<file path="config.mk">
export PLATFORM = sky130hd
export DESIGN_NAME = pkt_fifo
export DESIGN_NICKNAME = d
export VERILOG_FILES = /design/src/rtl/pkt_fifo.sv
export SDC_FILE = /design/constraint.sdc
export NUM_CORES = 1
export LEC_CHECK = 0
export CAP_MARGIN = 20
export CORE_AREA = 2 2 191 193
export CTS_CLUSTER_DIAMETER = 60
export DETAILED_ROUTE_END_ITERATION = 16
export DIE_AREA = 0 0 193 195
export PLACE_DENSITY = 0.78
export SLEW_MARGIN = 20
export SYNTH_ARGS = -nofsm -noshare
export SYNTH_HDL_FRONTEND = slang
export SYNTH_SLANG_ARGS = --single-unit
</file>
<file path="constraint.sdc">
create_clock -name clk -period 3.4 [get_ports clk]
set_input_delay 0.68 -clock clk [delete_from_list [all_inputs] [get_ports clk]]
set_output_delay 0.68 -clock clk [all_outputs]
set_load 0.02 [all_outputs]
</file>
<file path="src/rtl/pkt_fifo.sv">
module pkt_fifo #(
  parameter int DW    = 8,
  parameter int DEPTH = 64
) (
  input  logic          clk,
  input  logic          rst_n,
  input  logic          tx_dir,
  input  logic          auto_en,
  input  logic          iso_mode,
  input  logic          push,
  input  logic [DW-1:0] push_data,
  input  logic          pkt_end,
  input  logic          pkt_err,
  input  logic          hs_ack,
  input  logic          hs_none,
  input  logic          pop,
  input  logic          err_clr,
  output logic [DW-1:0] pop_data,
  output logic          dma_valid,
  output logic          full,
  output logic          empty,
  output logic          err_flag
);
  localparam int AW = $clog2(DEPTH);
  localparam logic [AW:0] CAP = (AW+1)'(DEPTH);

  logic [DW-1:0] mem [DEPTH];
  logic [AW:0] wr_ptr, wr_cmt, rd_ptr, rd_cmt;

  wire [AW:0] stored   = wr_ptr - rd_cmt;
  wire [AW:0] readable = wr_cmt - rd_ptr;

  assign full      = (stored == CAP);
  assign empty     = (stored == '0);
  assign dma_valid = (readable != '0);
  assign pop_data  = mem[rd_ptr[AW-1:0]];

  wire push_ok    = push && !full;
  wire hs_any     = tx_dir && (hs_ack || hs_none);
  wire pop_ok     = pop && dma_valid && !hs_any;
  wire rx_end     = !tx_dir && pkt_end;
  wire rx_drop    = rx_end && pkt_err && auto_en;
  wire tx_reload  = tx_dir && hs_none && auto_en && !iso_mode;
  wire tx_release = tx_dir && (hs_ack || (hs_none && !tx_reload));
  wire err_set    = (rx_end && pkt_err && !auto_en) ||
                    (tx_dir && hs_none && !auto_en && !iso_mode);

  wire [AW:0] wr_nxt = wr_ptr + {{AW{1'b0}}, push_ok};
  wire [AW:0] rd_nxt = rd_ptr + {{AW{1'b0}}, pop_ok};

  always_ff @(posedge clk)
    if (push_ok) mem[wr_ptr[AW-1:0]] <= push_data;

  always_ff @(posedge clk) begin
    if (!rst_n) begin
      wr_ptr   <= '0;
      wr_cmt   <= '0;
      rd_ptr   <= '0;
      rd_cmt   <= '0;
      err_flag <= 1'b0;
    end else begin
      wr_ptr <= rx_drop ? wr_cmt : wr_nxt;
      if (tx_dir || (rx_end && !rx_drop)) wr_cmt <= wr_nxt;
      rd_ptr <= tx_reload ? rd_cmt : rd_nxt;
      if (!tx_dir)         rd_cmt <= rd_nxt;
      else if (tx_release) rd_cmt <= rd_ptr;
      if (err_set)      err_flag <= 1'b1;
      else if (err_clr) err_flag <= 1'b0;
    end
  end
endmodule

</file>
* Word-level counts from Yosys, hierarchy flattened *
Memory sizes are Yosys's and may differ from the RTL's. A register that Yosys moved wholly into a read port is not among the register bits.
Index checks and enable logic that the tools add are counted.

word-level totals
  memories kept = 1
  input port bits = 20
  output and inout port bits = 12
  logic and storage cells = 51
  flip-flop bits (word level) = 29
  bits in writable memories = 512

memories
  memory  depth  width  read ports  clocked after memory_dff  write ports  RTL line  text
  mem     64     8      1           1                         1            27        logic [DW-1:0] mem [DEPTH];

cells by class
  muxes and demuxes = 9
  eq/ne operators = 2
  add/subtract/negate cells = 4
  reductions and logical operators = 30

operators with widths
  operator            number
  $mux 7              4
  $logic_and 1x1->1   16
  $add 7x1->7         2
  $sub 7x7->7         2
  $eq 7x7->1 const B  1
  $logic_not 1->1     7
  $logic_not 7->1     1
  $reduce_bool 7->1   1
  $mux 6              1
  $logic_or 1x1->1    4
  $mux 1              4
  $ne 2x1->1 const B  1
  $reduce_bool 2->1   1

* Depth between registers and ports, before layout *
  depth after elaboration = 9
  depth in mapped cells = 17
  depth with buffers taken out = 15

* Worst setup path after synthesis *
OpenSTA, ideal clock, no wires.

  path kind = reg2reg
  from = register rd_ptr[4]
  to = register rd_cmt[4]
  setup slack = 0.176 ns
  required time = 3.284 ns
  buffers on the path = 2
  cell stages (with the launch flop) = 16
  period minus slack after synthesis = 3.224 ns
  arrival time = 3.108 ns
  cells stage by stage = dfxtp_1 -> clkbuf_1 -> inv_1 -> clkbuf_1 -> ha_1 -> nor2b_1 -> or4_1 -> a211o_1 -> and3_1 -> ha_1 -> ha_1 -> nand2_1 -> nor2_1 -> xnor2_1 -> nand2_1 -> o211a_1

between the ends
  longest elaborated chain between the ends = 6

RTL lines
  element                          RTL line  text
  from (decl)                      28        logic [AW:0] wr_ptr, wr_cmt, rd_ptr, rd_cmt;
  from (signal assigned)           64        rd_ptr <= tx_reload ? rd_cmt : rd_nxt;
  $sub 7x7->7                      31        wire [AW:0] readable = wr_cmt - rd_ptr;
  $reduce_bool 7->1                35        assign dma_valid = (readable != '0);
  via dma_valid                    19        output logic dma_valid,
  $logic_and 1x1->1 (2 in series)  40        wire pop_ok = pop && dma_valid && !hs_any;
  $add 7x1->7                      49        wire [AW:0] rd_nxt = rd_ptr + {{AW{1'b0}}, pop_ok};
  $mux 7                           65        if (!tx_dir) rd_cmt <= rd_nxt;
  to (signal assigned)             65
  to (signal assigned)             66        else if (tx_release) rd_cmt <= rd_ptr;
  to (decl)                        28

The timed path passes the listed nets, and every way through them passes these cells. The select of a mux whose other input is x is not followed.
A chain may end at the register's enable or synchronous reset.

==> impl_metrics.env <==
export IMPL_antenna_left=0
export IMPL_async_flop_share=0
export IMPL_insertion_delay_ns=0.58
export IMPL_clk_pin_slew_ns=0.06
export IMPL_peakVddDrop_mv=0.517
export IMPL_yosysTopAreaCell="edfxtp_1"
export IMPL_rsz0062_at_grt="yes"
export IMPL_setup_slack_ns=-0.125
export IMPL_rr_endpoint="rd_cmt[3]"
export IMPL_power_frac_comb=0.148
export IMPL_worst_endpoint_required_ns=2.72
export IMPL_synth_seq_area_share=0.735
export IMPL_power_density_cell_area_nw_per_um2=576
export IMPL_die_y_um=195
export IMPL_slowest_delay_ns=0.58
export IMPL_worst_pin_slew_ns=0.952
export IMPL_wl_per_cell_um=30.0
export IMPL_setup_tns_ns=-0.578
export IMPL_nets=1371
export IMPL_hold_viol_final=0
export IMPL_synth_top_flop_cell="edfxtp_1"
export IMPL_wirelength_um=55100
export IMPL_clock_skew_final_ns=0.0188
export IMPL_grt_first_pass_wirelength_um=80300
export IMPL_start_util=0.613
export IMPL_synth_top_area_frac=0.708
export IMPL_post_route_cells_drive_above_1_share=0.359
export IMPL_crit_path_top_delay_cell="mux4_2"
export IMPL_synth_seq_cells=541
export IMPL_cts_max_level=2
export IMPL_crit_path_start_kind="flop"
export IMPL_grt_max_degree=65
export IMPL_cap_violations=0
export IMPL_syn_to_final_growth_pct=20.9
export IMPL_fp_dieArea_um2=37600
export IMPL_rrSetupSlack_ns=0.06
export IMPL_internal_power_mw=11.5
export IMPL_clkSinkCount=541
export IMPL_place_ws_ns=-0.179
export IMPL_finalSetupViolCount=8
export IMPL_die_x_um=193
export IMPL_routed_top_layer="met4"
export IMPL_yosys_warnings=0
export IMPL_layout_common_cells="512 x edfxtp_1, 130 x buf_4, 115 x mux4_2"
export IMPL_num_rows=69
export IMPL_p_leak_nw=8.62
export IMPL_drt_iter0_drc=1630
export IMPL_syn_num_nets=1189
export IMPL_whs_endpoint="rd_cmt[1]"
export IMPL_hold_class="flop to flop"
export IMPL_drtPass1Iterations=7
export IMPL_grt_pass1_vias=12300
export IMPL_synth_area_leaders="edfxtp_1 71%, mux4_2 12%, dfxtp_1 2.7%"
export IMPL_place_congestion=0.853
export IMPL_avgViaCountPerCell=6.77
export IMPL_switching_power_mw=3.63
export IMPL_drv_slew=0
export IMPL_route_met3_wl_um=6680
export IMPL_fin_util=0.742
export IMPL_io_pins=32
export IMPL_critPathLaunch="rd_ptr[0]"
export IMPL_max_freq_mhz=284
export IMPL_syn_avg_cell_area_um2=18.8
export IMPL_clockPowerShare=0.363
export IMPL_wl_met2_um=26500
export IMPL_max_slew_margin_rel=0.366
export IMPL_crit_type="flop to primary output"
export IMPL_n_antenna_cell=0
export IMPL_overflow=0
export IMPL_layout_commonest_cell="edfxtp_1"
export IMPL_synth_cell_types=50
export IMPL_dp_hpwl_um=31300
export IMPL_min_period_ns=3.52
export IMPL_drc=0
export IMPL_cts_root_buffer="clkbuf_16"
export IMPL_status="finished with violations"
export IMPL_path_delay_family="compound AO/OA/AOI/OAI gates"
export IMPL_seqPwrFrac=0.489
export IMPL_cpMostUsedCell="buf_6"
export IMPL_grt_usage=0.296
export IMPL_wl_met1_um=19800
export IMPL_clockBufferDepth=3
export IMPL_netlist_area_um2=21700
export IMPL_synth_edf_count=512
export IMPL_crit_buf_inv=4
export IMPL_port_buffers=31
export IMPL_whs_path_depth=1
export IMPL_cp_end_kind="primary output"
export IMPL_fin_crit_sh=1.04
export IMPL_critPathMaxFanout=6
export IMPL_holdCritStartpoint="rd_cmt[1]"
export IMPL_core_area_um2=35400
export IMPL_cts_made_buffers=51
export IMPL_p_sw_frac=0.240
export IMPL_violations="setup timing"
export IMPL_cp_data_arrival_time_ns=2.84
export IMPL_antenna_found_initial=1
export IMPL_reg2reg_depth=16
export IMPL_vias=12400
export IMPL_path_cells="buf_6, buf_12, buf_6, mux4_2, a21oi_2, o21ai_2, a21oi_2, nor2_2, buf_6"
export IMPL_syn_inst=1153
export IMPL_timing_rr_start="rd_ptr[0]"
export IMPL_cts_tree="done"
[metrics by stage]
stage | hold slack, ns | instance area (µm²) | std cells | total power, mW
after CTS | 0.510 | 25800 | 1831 | 14.9
after global placement | 0.493 | 23300 | 1696 | 9.15
after detailed placement | 0.490 | 23400 | 1697 | 9.21
final | 0.506 | 26300 | 1837 | 15.1
after floorplan | 0.472 | 21700 | 1153 | 8.54
after global routing | 0.533 | 26300 | 1837 | 15.5
[worst max-delay path by stage]
stage | to | cells after the start
finish | pop_data[6] | 9
global route | pop_data[0] | 9
CTS | pop_data[7] | 10
detailed placement | full | 9
global placement | full | 9
floorplan | rd_cmt[4] | 15
[layer usage]
metal  global-route usage  vias to the layer above
met5                    0                        -
met4                0.103                        0
met3               0.0618                      167
met2                0.469                      901
met1                0.416                     6274
li1                     -                     5100
[cell families after synthesis]
group	count (synthesis)	share of synthesized area
DFF	541	0.735
and+or+nand+nor	194	0.0445
muxes	157	0.139
AOI/OAI and AO/OA	141	0.0472
buffers and inverters	83	0.0168
xor gates and xnor gates	21	0.00847
adders and majority gates	16	0.00922
[sequential cells by signal, summed over array words and instances (netlist names)]
signal and flops:
err_flag 1, mem 512, rd_cmt 7, rd_ptr 7, wr_cmt 7, wr_ptr 7
[cell type report]
type	instances	area, µm²
Clock inverter	34	278
Multi-Input combinational cell	529	6070
Inverter	14	53.8
Clock buffer	60	1310
Tap cell	461	577
Fill cell	1899	9140
Timing Repair Buffer	198	1990
Sequential cell	541	16000
[synth_stat cells (all sizes together) (2+ instances only)]
master    n
clkbuf   38
dfxtp    29
or3       3
edfxtp  512
mux2i    42
inv      13
mux4    115
and3      3
a221o     2
or2       2
and2      3
a211oi    6
xor2      5
nand2b    2
nand3    12
xnor2    16
nand3b    5
a221oi    5
buf      31
nor3     73
nor2     27
a22o      4
o21a      2
or3b      2
nand2    39
a22oi    35
a31oi     4
a21o      2
o22ai     6
nor4      2
nand4     2
ha       16
o221ai    8
o211a    20
a21oi    33
o21ai    10
nor2b    16
[worst register-to-register path: stages (launching register included)]
cell and delay, ns:
dfxtp_4 0.44, buf_6 0.15, buf_12 0.13, buf_6 0.11, ha_4 0.12, nor2b_2 0.04, o21a_1 0.18, or4_1 0.49
a211o_1 0.33, buf_6 0.14, and3_4 0.15, ha_2 0.19, and3_4 0.19, nor2b_2 0.15, xnor2_1 0.16, nand2_1 0.08
o211a_1 0.18
[what timing repair did]
item | CTS | global route
setup endpoints to repair | 14 | 136
pin swaps | 33 | 28
buffers inserted | 32 | 5
gates resized for setup | 142 | 78
hold endpoints to repair | 0 | 0
hold buffers | 0 | 0
gates cloned | 8 | 1
[power groups by stage]
stage | registers, mW | clock network [mW] | logic [mW]
after floorplan | 7.52 | 0 | 1.02
after global placement | 7.53 | 0 | 1.62
after detailed placement | 7.54 | 0 | 1.67
after CTS | 7.39 | 5.47 | 2.06
after global routing | 7.40 | 5.76 | 2.33
final | 7.40 | 5.48 | 2.24
Power figures use the tool's default switching activity.
